**config.mk**
```make
export PLATFORM = sky130hd
export DESIGN_NAME = serial_mem_slave
export DESIGN_NICKNAME = d
export VERILOG_FILES = /design/src/rtl/sm_pkg.sv /design/src/rtl/sm_sync.sv /design/src/rtl/sm_bus_events.sv /design/src/rtl/sm_mem.sv /design/src/rtl/serial_mem_slave.sv
export SDC_FILE = /design/constraint.sdc
export NUM_CORES = 1
export LEC_CHECK = 0
export ABC_CLOCK_PERIOD_IN_PS = 3000
export BUFFER_PORTS_ARGS = -buffer_cell sky130_fd_sc_hd__buf_2
export CORE_MARGIN = 2
export CORE_UTILIZATION = 30
export CTS_BUF_LIST = sky130_fd_sc_hd__clkbuf_8
export DETAILED_ROUTE_END_ITERATION = 10
export PLACE_DENSITY_LB_ADDON = 0.3
export SLEW_MARGIN = 20
export SYNTH_ARGS = -nofsm -noshare
export SYNTH_HDL_FRONTEND = slang
export SYNTH_SLANG_ARGS = --single-unit
```
**constraint.sdc**
```tcl
create_clock -name clk_i -period 3 [get_ports clk_i]
set_input_delay 0.45 -clock clk_i [delete_from_list [all_inputs] [get_ports clk_i]]
set_output_delay 0.45 -clock clk_i [all_outputs]
set_load 0.05 [all_outputs]
```
**src/rtl/sm_pkg.sv**
```systemverilog
package sm_pkg;
  typedef enum logic [2:0] {
    ST_IDLE,
    ST_DEV,
    ST_DEV_ACK,
    ST_WORD,
    ST_WORD_ACK,
    ST_TX,
    ST_MACK,
    ST_SKIP
  } sm_state_e;
endpackage

```
**src/rtl/sm_sync.sv**
```systemverilog
module sm_sync #(
  parameter int W      = 2,
  parameter int STAGES = 2,
  parameter bit RST_V  = 1'b1
) (
  input  logic         clk_i,
  input  logic         rst_ni,
  input  logic [W-1:0] d_i,
  output logic [W-1:0] q_o
);
  for (genvar b = 0; b < W; b++) begin : g_bit
    logic [STAGES-1:0] chain_q;
    always_ff @(posedge clk_i or negedge rst_ni) begin
      if (!rst_ni) chain_q <= {STAGES{RST_V}};
      else         chain_q <= {chain_q[STAGES-2:0], d_i[b]};
    end
    assign q_o[b] = chain_q[STAGES-1];
  end
endmodule

```
**src/rtl/sm_bus_events.sv**
```systemverilog
module sm_bus_events (
  input  logic clk_i,
  input  logic rst_ni,
  input  logic scl_s_i,
  input  logic sda_s_i,
  output logic scl_rise_o,
  output logic scl_fall_o,
  output logic start_o,
  output logic stop_o
);
  logic scl_q, sda_q;

  always_ff @(posedge clk_i or negedge rst_ni) begin
    if (!rst_ni) begin
      scl_q <= 1'b1;
      sda_q <= 1'b1;
    end else begin
      scl_q <= scl_s_i;
      sda_q <= sda_s_i;
    end
  end

  assign scl_rise_o = !scl_q && scl_s_i;
  assign scl_fall_o = scl_q && !scl_s_i;
  // conditions only count while clock stays high across both samples
  assign start_o    = scl_q && scl_s_i && sda_q && !sda_s_i;
  assign stop_o     = scl_q && scl_s_i && !sda_q && sda_s_i;
endmodule

```
**src/rtl/sm_mem.sv**
```systemverilog
module sm_mem #(
  parameter int AW      = 8,
  parameter int DW      = 8,
  parameter int PAT_MUL = 37,
  parameter int PAT_XOR = 'h5A
) (
  input  logic          clk_i,
  input  logic          rst_ni,
  input  logic [AW-1:0] addr_i,
  output logic [DW-1:0] rdata_o
);
  localparam int DEPTH = 1 << AW;

  logic [DW-1:0] mem_q [DEPTH];

  for (genvar i = 0; i < DEPTH; i++) begin : g_word
    always_ff @(posedge clk_i or negedge rst_ni) begin
      if (!rst_ni) mem_q[i] <= DW'((i * PAT_MUL) ^ PAT_XOR);
      else         mem_q[i] <= mem_q[i];
    end
  end

  always_ff @(posedge clk_i or negedge rst_ni) begin
    if (!rst_ni) rdata_o <= '0;
    else         rdata_o <= mem_q[addr_i];
  end
endmodule

```
**src/rtl/serial_mem_slave.sv**
```systemverilog
module serial_mem_slave #(
  parameter int              AW       = 8,
  parameter int              DW       = 8,
  parameter int              SYNC_N   = 2,
  parameter logic [DW-2:0]   DEV_ADDR = 7'h50,
  parameter int              PAT_MUL  = 37,
  parameter int              PAT_XOR  = 'h5A
) (
  input  logic clk_i,
  input  logic rst_ni,
  input  logic scl_i,
  input  logic sda_i,
  output logic sda_oe_o
);
  import sm_pkg::*;

  localparam int BCW = $clog2(DW + 1);

  logic          scl_s, sda_s;
  logic          scl_rise, scl_fall, start_w, stop_w;
  logic [DW-1:0] rd_data;

  sm_state_e     state_q;
  logic [BCW-1:0] bit_cnt_q;
  logic [DW-1:0] rx_q, tx_q;
  logic [AW-1:0] ptr_q;
  logic          rw_q, mack_q, oe_q;

  sm_sync #(.W(2), .STAGES(SYNC_N), .RST_V(1'b1)) u_sync (
    .clk_i (clk_i),
    .rst_ni(rst_ni),
    .d_i   ({scl_i, sda_i}),
    .q_o   ({scl_s, sda_s})
  );

  sm_bus_events u_events (
    .clk_i     (clk_i),
    .rst_ni    (rst_ni),
    .scl_s_i   (scl_s),
    .sda_s_i   (sda_s),
    .scl_rise_o(scl_rise),
    .scl_fall_o(scl_fall),
    .start_o   (start_w),
    .stop_o    (stop_w)
  );

  sm_mem #(.AW(AW), .DW(DW), .PAT_MUL(PAT_MUL), .PAT_XOR(PAT_XOR)) u_mem (
    .clk_i  (clk_i),
    .rst_ni (rst_ni),
    .addr_i (ptr_q),
    .rdata_o(rd_data)
  );

  always_ff @(posedge clk_i or negedge rst_ni) begin
    if (!rst_ni) begin
      state_q   <= ST_IDLE;
      bit_cnt_q <= '0;
      rx_q      <= '0;
      tx_q      <= '0;
      ptr_q     <= '0;
      rw_q      <= 1'b0;
      mack_q    <= 1'b0;
      oe_q      <= 1'b0;
    end else if (start_w) begin
      state_q   <= ST_DEV;
      bit_cnt_q <= '0;
      oe_q      <= 1'b0;
    end else if (stop_w) begin
      state_q   <= ST_IDLE;
      bit_cnt_q <= '0;
      oe_q      <= 1'b0;
    end else begin
      unique case (state_q)
        ST_DEV, ST_WORD: begin
          if (scl_rise && bit_cnt_q < BCW'(DW)) begin
            rx_q      <= {rx_q[DW-2:0], sda_s};
            bit_cnt_q <= bit_cnt_q + 1'b1;
          end else if (scl_fall && bit_cnt_q == BCW'(DW)) begin
            if (state_q == ST_DEV) begin
              if (rx_q[DW-1:1] == DEV_ADDR) begin
                oe_q    <= 1'b1;
                rw_q    <= rx_q[0];
                state_q <= ST_DEV_ACK;
              end else begin
                state_q <= ST_SKIP;
              end
            end else begin
              oe_q    <= 1'b1;
              ptr_q   <= rx_q[AW-1:0];
              state_q <= ST_WORD_ACK;
            end
          end
        end
        ST_DEV_ACK: begin
          if (scl_fall) begin
            bit_cnt_q <= '0;
            if (rw_q) begin
              tx_q    <= rd_data;
              oe_q    <= ~rd_data[DW-1];
              ptr_q   <= ptr_q + 1'b1;
              state_q <= ST_TX;
            end else begin
              oe_q    <= 1'b0;
              state_q <= ST_WORD;
            end
          end
        end
        ST_WORD_ACK: begin
          if (scl_fall) begin
            oe_q    <= 1'b0;
            state_q <= ST_SKIP;
          end
        end
        ST_TX: begin
          if (scl_fall) begin
            if (bit_cnt_q == BCW'(DW - 1)) begin
              oe_q    <= 1'b0;
              state_q <= ST_MACK;
            end else begin
              oe_q      <= ~tx_q[DW-2];
              tx_q      <= tx_q << 1;
              bit_cnt_q <= bit_cnt_q + 1'b1;
            end
          end
        end
        ST_MACK: begin
          if (scl_rise) begin
            mack_q <= ~sda_s;
          end else if (scl_fall) begin
            if (mack_q) begin
              bit_cnt_q <= '0;
              tx_q      <= rd_data;
              oe_q      <= ~rd_data[DW-1];
              ptr_q     <= ptr_q + 1'b1;
              state_q   <= ST_TX;
            end else begin
              state_q <= ST_SKIP;
            end
          end
        end
        default: ;
      endcase
    end
  end

  assign sda_oe_o = oe_q;

  AST_OE_SCL_LOW: assert property (@(posedge clk_i) disable iff (!rst_ni)
    (oe_q != $past(oe_q)) && !$past(start_w || stop_w) |-> !scl_s);

  AST_QUIET_IDLE: assert property (@(posedge clk_i) disable iff (!rst_ni)
    (state_q == ST_IDLE || state_q == ST_SKIP) |-> !sda_oe_o);

  AST_PTR_STEP: assert property (@(posedge clk_i) disable iff (!rst_ni)
    (ptr_q != $past(ptr_q)) && ($past(state_q) != ST_WORD) |-> ptr_q == AW'($past(ptr_q) + 1'b1));

  AST_BITCNT_RANGE: assert property (@(posedge clk_i) disable iff (!rst_ni)
    bit_cnt_q <= BCW'(DW));

  AST_TX_RELEASE_MACK: assert property (@(posedge clk_i) disable iff (!rst_ni)
    (state_q == ST_MACK) |-> !sda_oe_o);
endmodule

```
==> key figures, run 1 <==
STA
  • Crit share post-route: 0.8370
  • Fin worst setup slack: 0.4889 ns
  • Total Negative Setup Slacks: 0 ns
  • Setup-failing EPs final: 0
  • Relative slew slack: 0.5868
  • Maximum operating frequency: 0.3982 GHz
  • Minimum clock period: 2.511 ns
  • Worst Tran Pin Value: 0.6185 ns
  • Setup repair after global routing missed its margin: false
  • Number of max-slew violations in the final report: 0
  • Endpoints failing hold: 0
  • Worst clock skew: 0.005672 ns

Detailed routing
  • M1 wire length: 3.501 mm
  • Detailed-route wire length per cell: 15.33 µm
  • First DRT Iteration DRCs: 156
  • Final wirelength: 7.298 mm
  • DRT Pass-1 Iters: 4
  • Post-DR vias/cell: 5.466
  • Wire length on met2: 3.431 mm
  • Post-DRT Antenna Nets: 0
  • Wire length on met3: 262 µm
  • Top Layer Used: met4
  • Via count: 2602
  • DRC violations left: 0

Floorplan
  • Die outline width: 109.1 µm
  • Starting density of the core: 0.3067
  • Area of the placeable core: 10790 µm²
  • Die height: 109.1 µm
  • Ports: 5
  • Std-Cell Rows: 38
  • Die Footprint: 11890 µm²

Synth
  • Number of enable-type register cells in the synthesized netlist: 0
  • Fraction of synthesis flops using an asynchronous set or reset pin: 1.000
  • #FFs+latches synth: 47
  • Net count after synthesis: 362
  • Syn Inst Count: 344
  • Count of unique library cells instantiated by Yosys: 72
  • Post-synthesis instance area: 3311 µm²
  • Synth Flop Type: sky130_fd_sc_hd__dfrtp_1
  • Synthesized area per cell: 9.624 µm²
  • Register area share after synthesis: 0.3575
  • Count of warnings emitted by yosys: 0

Clock network
  • CTS tree: done
  • Number of clock sinks seen by CTS: 47
  • Clock latency on the worst-skew pair: 0.30 ns
  • Quantity of gates resized following cts: 0
  • CTS Buf Count: 5
  • Clock tree buffer depth: 2
  • Root buffer cell: sky130_fd_sc_hd__clkbuf_8
  • H-tree level count: 2
  • CTS Hold Bufs: 0
  • Number of setup buffers added after CTS: 0
  • CTS clock-pin slew for the worst setup and hold paths: 0.09 ns

Cells and area
  • Area taken by flip-flops and latches: 1184 µm²
  • Layout cells sized above 1: 0.1577
  • Net count of the finished layout: 353
  • Final std cell area, no fill: 3466 µm²
  • Multi-input combinational cell area: 1906 µm²
  • Diodes inserted: 0
  • Filler Cell Count: 1117
  • Area overhead of the layout relative to synthesis: 4.686%

Global route
  • Global-route usage over all layers: 0.1294
  • Vias in the first global route: 2516
  • Global route overflow: 0
  • Number of antenna violations at the first check in global routing: 0
  • Pin count of the biggest net entering global routing: 45
  • Wire length of the first global-routing pass: 12.25 mm

Setup path
  • Worst Setup Start Kind: register
  • Worst Setup Path Type: register to register
  • Arrival @ worst endpoint: 2.73 ns
  • Data required, critical path: 3.22 ns
  • Worst Path Max Fanout: 16
  • Kind of end point of the critical path: register

Power and ir drop
  • Ratio of total power to cell area: 1090 nW/µm²
  • Leakage component of the power: 1.402 nW
  • Max rail drop VDD: 0.0006223 V

Worst hold path
  • HP Class: primary input to asynchronous set/reset pin

Placement
  • Final Wtd Congestion: 0.8513
  • Placed inst area: 3378 µm²
  • HPWL after DPL: 5.161 mm
  • Worst slack, placed: 0.5120 ns
  • Port buffer count: 4

Run
  • Max Cap Violations: 0

Run status
  • Result of the run: completed
## cell usage after synthesis (4+ instances only)
cell                       number  area share
sky130_fd_sc_hd__a21oi_1       28       0.042
sky130_fd_sc_hd__a31oi_1        7       0.013
sky130_fd_sc_hd__buf_2         10       0.015
sky130_fd_sc_hd__buf_4          6       0.014
sky130_fd_sc_hd__buf_6          4       0.014
sky130_fd_sc_hd__clkbuf_1       5      0.0057
sky130_fd_sc_hd__dfrtp_1       41        0.31
sky130_fd_sc_hd__dfstp_2        6       0.048
sky130_fd_sc_hd__ha_1          14       0.053
sky130_fd_sc_hd__inv_1         11       0.012
sky130_fd_sc_hd__mux2_2         9       0.031
sky130_fd_sc_hd__mux2i_1       12       0.036
sky130_fd_sc_hd__mux4_2         5       0.034
sky130_fd_sc_hd__nand2_1       24       0.027
sky130_fd_sc_hd__nand2b_1       8       0.015
sky130_fd_sc_hd__nand3_1        8       0.012
sky130_fd_sc_hd__nor2_1        20       0.023
sky130_fd_sc_hd__nor2b_1       12       0.023
sky130_fd_sc_hd__o211ai_1      10       0.023
sky130_fd_sc_hd__o21ai_0       18       0.027
sky130_fd_sc_hd__o22ai_1        5      0.0094
sky130_fd_sc_hd__or3_1          5      0.0094
## layer usage
metal  GRT usage  vias up
met4     0.04670        0
met2      0.2036       64
met1      0.1815     1269
li1            -     1257
met3     0.01674       12
met5           0        -
## flip-flops by register name, indices dropped and copies added (netlist names)
signal	flops
u_events.sda_q	1
state_q	3
bit_cnt_q	4
rx_q	8
sda_oe_o	1
mack_q	1
ptr_q	8
rw_q	1
u_mem.rdata_o	8
u_sync.g_bit.chain_q	4
u_events.scl_q	1
tx_q	7
## layout make-up
type,instances,area share
clock buffers,5,0.01986
clock inverters,3,0.004693
inverters,13,0.01408
multi-input cells,258,0.5498
flip-flops and latches,47,0.3415
well taps,140,0.05054
repair buffers,10,0.01949
## cells by family (layout without fill, tap and decap cells)
logic type / Yosys count / in the layout / synth area share
multiplexers: 30 / 30 / 0.1198
flip-flops: 47 / 47 / 0.3575
buffers and inverters: 39 / 31 / 0.06689
XOR/XNOR: 3 / 3 / 0.007938
AND/OR/NAND/NOR: 101 / 101 / 0.1686
AO/OA/AOI/OAI: 110 / 110 / 0.2264
adder cells (fa/ha/maj): 14 / 14 / 0.05291
## placed cells by master, fill, tap and decap left out, drive strengths merged, types with 6 or more instances in the layout
cell type	n
a21oi	28
a31oi	7
buf	10
dfrtp	41
dfstp	6
ha	14
inv	12
mux2	11
mux2i	13
mux4	6
nand2	24
nand2b	8
nand3	8
nor2	21
nor2b	12
o211ai	11
o21ai	19
## power breakdown
part / leakage, nW / internal [mW] / switching [mW]
Combinational: 0.792 / 0.991 / 1.17
Sequential: 0.566 / 0.882 / 0.359
Clock: 0.0453 / 0.160 / 0.212
Total: 1.40 / 2.03 / 1.75
## worst paths after layout
check / start / endpoint / slack [ns] / cells past startpoint
min in group clk_i: sda_i / u_sync.g_bit[0].chain_q[0]$_DFF_PN1_ / 0.24 / 1
worst min-delay path: rst_ni / rx_q[2]$_DFFE_PN0P_ / 0.14 / 1
worst max register to register: ptr_q[1]$_DFFE_PN0P_ / u_mem.rdata_o[7]$_DFF_PN0_ / 0.49 / 7
max in group asynchronous: rst_ni / u_sync.g_bit[1].chain_q[0]$_DFF_PN1_ / 2.30 / 2
worst min register to register: u_sync.g_bit[0].chain_q[0]$_DFF_PN1_ / u_sync.g_bit[0].chain_q[1]$_DFF_PN1_ / 0.36 / 0
worst max-delay path: ptr_q[1]$_DFFE_PN0P_ / u_mem.rdata_o[7]$_DFF_PN0_ / 0.49 / 7
## worst max-delay path, cell delays in order, from the launching register on
cell,delay (ns)
sky130_fd_sc_hd__dfrtp_1,0.67
sky130_fd_sc_hd__inv_1,0.23
sky130_fd_sc_hd__ha_1,0.33
sky130_fd_sc_hd__nor2b_1,0.17
sky130_fd_sc_hd__nor2_1,0.06
sky130_fd_sc_hd__mux4_2,0.47
sky130_fd_sc_hd__o311a_1,0.31
sky130_fd_sc_hd__a211oi_2,0.19
## stage by stage
| step | power, mW | std cells | util | hold slack [ns] |
|---|---|---|---|---|
| after floorplan | 3.007 | 344 | - | 0.1544 |
| after global placement | 3.369 | 468 | 0.3130 | 0.3465 |
| after detailed placement | 3.409 | 468 | 0.3130 | 0.3482 |
| after CTS | 3.792 | 476 | 0.3209 | 0.2307 |
| after global routing | 4.128 | 476 | 0.3211 | 0.1691 |
| final | 3.778 | 476 | 0.3211 | 0.1381 |
(Power assumes the default switching activity.)
==> run 2, diff against run 1 <==
Settings changed: ABC_AREA set to 1, ABC_CLOCK_PERIOD_IN_PS 3000 to 2630.
Clock period 3 ns to 2.63 ns, I/O delays scaled along.
==> run 2 against run 1 <==
  * Clock skew up 0.0021 ns
  * Sequential power down 9.7%
  * Setup slack better by 0.16 ns
  * Critical endpoint is now u_mem.rdata_o[6]$_DFF_PN0_
  * Register-to-register slack better by 0.16 ns
==> key figures, run 2 <==
Setup path
  • Setup slack on the worst flop-to-flop path: 0.65 ns
  • Worst Path Max Fanout: 11
  • R2r startpoint: ptr_q[0]$_DFFE_PN0P_
  • Kind of end point of the critical path: register
  • Logic depth of the worst register-to-register path: 11
  • Arrival @ worst endpoint: 2.17 ns
  • Data required, critical path: 2.82 ns
  • Worst Setup Start Kind: register
  • Start point of the critical path: ptr_q[0]$_DFFE_PN0P_
  • Reg2Reg Capture Point: u_mem.rdata_o[6]$_DFF_PN0_
  • CP Capture Point: u_mem.rdata_o[6]$_DFF_PN0_
  • Worst Setup Path Type: register to register

Worst hold path
  • HP Class: primary input to register
  • Min-delay src: sda_i

Floorplan
  • Area of the placeable core: 10370 µm²
  • Die Footprint: 11590 µm²
  • Std-Cell Rows: 37
  • Ports: 5
  • Die height: 107.7 µm
  • Starting density of the core: 0.3108
  • Die outline width: 107.7 µm

Detailed routing
  • DRT Pass-1 Iters: 5
  • Post-DR vias/cell: 4.865
  • Post-DRT Antenna Nets: 0
  • Via count: 2953
  • Detailed-route wire length per cell: 12.78 µm
  • DRC violations left: 0
  • First DRT Iteration DRCs: 241
  • Final wirelength: 7.758 mm

Synth
  • Library cell with the highest instance count after synthesis: sky130_fd_sc_hd__nand2_1
  • Leading post-synthesis cells by cell area: sky130_fd_sc_hd__dfrtp_1 32%, sky130_fd_sc_hd__nand2_1 18%, sky130_fd_sc_hd__nand3_1 6.7%, sky130_fd_sc_hd__ha_1 5.4%, sky130_fd_sc_hd__nor2_1 5.2%
  • Number of enable-type register cells in the synthesized netlist: 0
  • Area leader, netlist: sky130_fd_sc_hd__dfrtp_1
  • Count of unique library cells instantiated by Yosys: 32
  • Register area share after synthesis: 0.3672
  • Synthesized area per cell: 6.902 µm²
  • Area share of the largest cell type after synthesis: 0.3183
  • Net count after synthesis: 485
  • Synth cell count leaders: 155 x sky130_fd_sc_hd__nand2_1, 45 x sky130_fd_sc_hd__nor2_1, 43 x sky130_fd_sc_hd__nand3_1, 41 x sky130_fd_sc_hd__dfrtp_1, 38 x sky130_fd_sc_hd__inv_1
  • Syn Inst Count: 467
  • Count of warnings emitted by yosys: 0
  • #FFs+latches synth: 47
  • Fraction of synthesis flops using an asynchronous set or reset pin: 1.000
  • Post-synthesis instance area: 3223 µm²
  • Synth Flop Type: sky130_fd_sc_hd__dfrtp_1

Power and ir drop
  • Internal power contribution: 1.947 mW
  • P_sw: 1.710 mW
  • Relative contribution of combinational cells to total power: 0.524
  • Ratio of total power to cell area: 1039 nW/µm²
  • Leakage component of the power: 1.700 nW
  • Max rail drop VDD: 0.0003641 V
  • Switching share of total power: 0.4675
  • Reg power frac: 0.307
  • Clock share of power: 0.169

Run
  • Max Cap Violations: 0

Global route
  • Number of antenna violations at the first check in global routing: 0
  • Pin count of the biggest net entering global routing: 44
  • Global route overflow: 0
  • Wire length of the first global-routing pass: 13.23 mm
  • Global-route usage over all layers: 0.1404
  • Vias in the first global route: 2802

Placement
  • HPWL after DPL: 5.757 mm
  • Worst slack, placed: 0.6865 ns
  • Post-Place Cells: 599
  • Final Wtd Congestion: 0.9244
  • Port buffer count: 4

STA
  • Worst Tran Pin Value: 0.9354 ns
  • Total Negative Setup Slacks: 0 ns
  • Relative slew slack: 0.3764
  • Fin worst setup slack: 0.6486 ns
  • Worst clock skew: 0.007736 ns
  • Minimum clock period: 1.981 ns
  • Number of max-slew violations in the final report: 0
  • Crit share post-route: 0.7534
  • Setup repair after global routing missed its margin: false
  • Maximum operating frequency: 0.5047 GHz
  • Setup-failing EPs final: 0
  • Endpoints failing hold: 0

Cells and area
  • Fin cells: 607
  • Registers with the highest flip-flop counts: ptr_q: 8 flops, rx_q: 8 flops, u_mem.rdata_o: 8 flops
  • Share of the core filled with cells: 0.3395
  • Multi-input combinational cell area: 1793 µm²
  • Diodes inserted: 0
  • Commonest cells after routing, fill and taps aside: 155 x sky130_fd_sc_hd__nand2_1, 45 x sky130_fd_sc_hd__nor2_1, 43 x sky130_fd_sc_hd__nand3_1
  • Filler Cell Count: 1131
  • Layout cells sized above 1: 0.1083
  • Area overhead of the layout relative to synthesis: 9.239%
  • Net count of the finished layout: 488
  • Leading cell type in the layout, fill and taps excluded: sky130_fd_sc_hd__nand2_1
  • Area taken by flip-flops and latches: 1184 µm²

Clock network
  • H-tree level count: 2
  • Number of setup buffers added after CTS: 0
  • CTS clock-pin slew for the worst setup and hold paths: 0.09 ns
  • Root buffer cell: sky130_fd_sc_hd__clkbuf_8
  • Clock tree buffer depth: 2
  • CTS tree: done
  • Number of clock sinks seen by CTS: 47
  • Clock latency on the worst-skew pair: 0.29 ns
  • Quantity of gates resized following cts: 0
  • CTS Hold Bufs: 0
  • CTS Buf Count: 5

Run status
  • Result of the run: completed
==> run 2: cell types whose count changed in the layout (fill, tap and decap cells not counted), sizes merged, moves of 7 or more <==
cell and change:
nor2b -12, inv +36, nand3 +37, mux2i -7, nand2 +137, nand2b -8, a21oi -15, o21ai +28
nor2 +30, mux2 -11
==> run 2: cell type report <==
class,instances,area share
clock inverters,3,0.01812
flip-flops and latches,47,0.3362
multi-input cells,359,0.5092
repair buffers,10,0.01848
inverters,47,0.05011
clock buffers,5,0.01955
well taps,136,0.04833
==> run 2: critical path, stage by stage (launching register included) <==
cell	delay [ns]
sky130_fd_sc_hd__dfrtp_1	0.56
sky130_fd_sc_hd__inv_1	0.20
sky130_fd_sc_hd__ha_1	0.38
sky130_fd_sc_hd__inv_1	0.06
sky130_fd_sc_hd__nand2_1	0.08
sky130_fd_sc_hd__nand2_1	0.09
sky130_fd_sc_hd__o21ai_0	0.16
sky130_fd_sc_hd__nand2_1	0.06
sky130_fd_sc_hd__o21ai_0	0.09
sky130_fd_sc_hd__nor2_1	0.05
sky130_fd_sc_hd__nor2_1	0.10
sky130_fd_sc_hd__nor2_1	0.05
==> run 2: kinds of logic (layout without fill, tap and decap cells) <==
group | after synthesis | after routing | share of synthesized area
and+or+nand+nor | 267 | 267 | 0.3529
AOI/OAI and AO/OA | 67 | 67 | 0.1169
buffers and inverters | 61 | 65 | 0.07648
DFF | 47 | 47 | 0.3672
adders and majority gates | 14 | 14 | 0.05435
muxes | 6 | 6 | 0.01863
xor gates and xnor gates | 5 | 5 | 0.01359
==> run 2: worst min path at each step <==
| stage | cells past startpoint | slack (ns) | end |
|---|---|---|---|
| global placement | 0 | 0.35 | u_sync.g_bit[1].chain_q[1]$_DFF_PN1_ |
| finish | 1 | 0.19 | u_sync.g_bit[0].chain_q[0]$_DFF_PN1_ |
| floorplan | 0 | 0.1 | bit_cnt_q[0]$_DFFE_PN0P_ |
| global route | 1 | 0.18 | u_sync.g_bit[0].chain_q[0]$_DFF_PN1_ |
| CTS | 1 | 0.18 | u_sync.g_bit[0].chain_q[0]$_DFF_PN1_ |
| detailed placement | 0 | 0.35 | u_sync.g_bit[0].chain_q[1]$_DFF_PN1_ |
==> run 2: per-stage QoR <==
step	hold WS, ns	power, mW	cell area, µm²
floorplan	0.09891	2.629	3223
global placement	0.3456	3.033	3388
detailed placement	0.3493	3.033	3388
CTS	0.1805	3.662	3521
global route	0.1750	3.989	3521
finish	0.1912	3.657	3521
==> run 2: layer usage <==
layer	GRT usage	up-vias	share of wire	routed length, µm
li1	-	1499	-	-
met1	0.1980	1370	0.50	3849
met2	0.2255	71	0.45	3504
met3	0.01513	13	0.033	256
met4	0.04304	0	0.019	147
met5	0	-	0	0
==> run 2: power groups by stage <==
stage | Clock, mW | Combinational (mW) | Sequential, mW
after floorplan | 0 | 1.52 | 1.11
after global placement | 0 | 1.90 | 1.13
after global routing | 0.665 | 2.17 | 1.15
final | 0.618 | 1.91 | 1.12
after CTS | 0.630 | 1.91 | 1.12
after detailed placement | 0 | 1.90 | 1.13
==> run 3, diff against run 2 <==
Settings changed: ABC_CLOCK_PERIOD_IN_PS 2630 to 1850.
Clock period 2.63 ns to 1.85 ns, I/O delays scaled along.
==> run 3 against run 2 <==
  * The flow now finishes with violations (negative hold slack)
  * Sequential cell count unchanged
  * Sequential share of layout area down 1.6 points
  * Maximum frequency up 16%
  * Largest cell class unchanged
==> key figures, run 3 (same netlist as run 2, synthesis figures left out) <==
Global route
  • Pin count of the biggest net entering global routing: 31
  • Vias in the first global route: 2817
  • Global route overflow: 0
  • Global-route usage over all layers: 0.1442
  • Wire length of the first global-routing pass: 13.59 mm
  • Number of antenna violations at the first check in global routing: 0

STA
  • Worst Tran Pin Value: 0.6537 ns
  • Number of max-slew violations in the final report: 0
  • Maximum operating frequency: 0.5854 GHz
  • Total Negative Setup Slacks: 0 ns
  • Relative slew slack: 0.5642
  • Minimum clock period: 1.708 ns
  • Hold_ws: -0.006331 ns
  • Crit share post-route: 0.9234
  • Endpoints failing hold: 6
  • Setup-failing EPs final: 0
  • Worst clock skew: 0.01543 ns

Run status
  • Violated checks: negative hold slack
  • Result of the run: finished, violations left

Setup path
  • Worst Path Max Fanout: 9
  • Worst Setup Path Type: register to register
  • Arrival @ worst endpoint: 1.91 ns
  • Data required, critical path: 2.05 ns
  • Library cell appearing most often on the critical path: sky130_fd_sc_hd__nand2_1
  • Kind of end point of the critical path: register
  • Worst Setup Start Kind: register
  • Max stage delay cell, worst path: sky130_fd_sc_hd__dfstp_2
  • Stage delay of the slowest cell on the critical path: 0.58 ns
  • Cell chain of the critical path: nor2_1 -> nand2_1 -> nand2_2 -> inv_2 -> nand2_1 -> nor2_1 -> nor2_2 -> buf_4 -> nand3_1 -> nand2_1

Cells and area
  • Registers with the highest flip-flop counts: ptr_q: 8 flops, rx_q: 8 flops, u_mem.rdata_o: 8 flops
  • Diodes inserted: 0
  • Layout cells sized above 1: 0.1595
  • Net count of the finished layout: 506
  • Area overhead of the layout relative to synthesis: 14.75%
  • Filler Cell Count: 1104
  • Leading cell type in the layout, fill and taps excluded: sky130_fd_sc_hd__nand2_1
  • Share of the core filled with cells: 0.3567
  • Commonest cells after routing, fill and taps aside: 153 x sky130_fd_sc_hd__nand2_1, 43 x sky130_fd_sc_hd__nand3_1, 42 x sky130_fd_sc_hd__nor2_1
  • Area taken by flip-flops and latches: 1184 µm²
  • Final std cell area, no fill: 3699 µm²
  • Multi-input combinational cell area: 1823 µm²

Detailed routing
  • Detailed-route wire length per cell: 12.83 µm
  • Post-DR vias/cell: 4.819
  • Via count: 3012
  • Final wirelength: 8.020 mm
  • Post-DRT Antenna Nets: 0
  • DRC violations left: 0
  • First DRT Iteration DRCs: 208
  • DRT Pass-1 Iters: 5

Floorplan
  • Ports: 5
  • Starting density of the core: 0.3108
  • Std-Cell Rows: 37
  • Area of the placeable core: 10370 µm²
  • Die Footprint: 11590 µm²
  • Die height: 107.7 µm
  • Die outline width: 107.7 µm

Clock network
  • CTS clock-pin slew for the worst setup and hold paths: 0.10 ns
  • H-tree level count: 2
  • CTS tree: done
  • Number of clock sinks seen by CTS: 47
  • CTS Buf Count: 5
  • Clock latency on the worst-skew pair: 0.30 ns
  • CTS Hold Bufs: 0
  • Clock tree buffer depth: 2
  • Root buffer cell: sky130_fd_sc_hd__clkbuf_8

Run
  • Max Cap Violations: 0

Placement
  • Final Wtd Congestion: 0.9177
  • Port buffer count: 4
  • Placed inst area: 3513 µm²
  • HPWL after DPL: 6.041 mm

Power and ir drop
  • Max rail drop VDD: 0.0006405 V
  • Final Total Pwr: 5.590 mW
  • Ratio of total power to cell area: 1511 nW/µm²
  • Leakage component of the power: 1.795 nW

Worst hold path
  • HP Class: primary input to asynchronous set/reset pin
## run 3: cell types whose count changed in the layout (fill, tap and decap cells not counted), sizes merged
cell and change:
buf +18
## run 3: stage by stage
stage / setup slack (ns) / std cells
2_1_floorplan: 0.1595 / 467
3_3_place_gp: 0.09669 / 614
3_5_place_dp: 0.07907 / 614
4_1_cts: 0.06531 / 622
5_1_grt: -0.007671 / 625
6_report: 0.1417 / 625
## run 3: cell type report
| type | instances | area share |
|---|---|---|
| clock buffer | 5 | 0.01861 |
| clock inverter | 3 | 0.01725 |
| inverter | 47 | 0.04770 |
| multi-input combinational | 359 | 0.4929 |
| sequential | 47 | 0.3200 |
| tap | 136 | 0.04601 |
| timing repair buffer | 28 | 0.05751 |
## run 3: layer usage
metal  vias to the layer above  track usage  wire length [µm]
met1                      1398       0.2188              4073
met5                         -            0                 0
met3                         8      0.01513               302
met2                        76       0.2215              3586
met4                         0      0.02839                57
li1                       1530            -                 -
## run 3: final timing paths
| kind | end | slack, ns | startpoint | cells after the start |
|---|---|---|---|---|
| worst min register to register | u_sync.g_bit[1].chain_q[1]$_DFF_PN1_ | 0.36 | u_sync.g_bit[1].chain_q[0]$_DFF_PN1_ | 0 |
| worst max register to register | state_q[2]$_DFFE_PN0P_ | 0.14 | u_sync.g_bit[0].chain_q[1]$_DFF_PN1_ | 10 |
| worst min-delay path | state_q[2]$_DFFE_PN0P_ | -0.006 | rst_ni | 1 |
| worst max-delay path | state_q[2]$_DFFE_PN0P_ | 0.14 | u_sync.g_bit[0].chain_q[1]$_DFF_PN1_ | 10 |
| max in group asynchronous | ptr_q[5]$_DFFE_PN0P_ | 1.23 | rst_ni | 2 |
| min in group clk_i | u_sync.g_bit[0].chain_q[0]$_DFF_PN1_ | 0.07 | sda_i | 1 |
## run 3: worst max-delay path: cells and delay by family, from the launching register on
| family | cells | cell delay [ns] |
|---|---|---|
| flops | 1 | 0.58 |
| simple gates | 8 | 0.74 |
| buf+inv | 2 | 0.30 |
## run 3: report_power, final
part | internal [mW] | switching (mW) | total (mW)
combinational | 1.16 | 1.96 | 3.12
sequential | 1.34 | 0.240 | 1.58
clock | 0.535 | 0.350 | 0.885
total | 3.04 | 2.55 | 5.59
## run 3: repair_timing
action | 4_1_cts | 5_1_grt
buffers inserted | 0 | 3
gates resized for setup | 0 | 10
endpoints found under the setup margin | 0 | 10
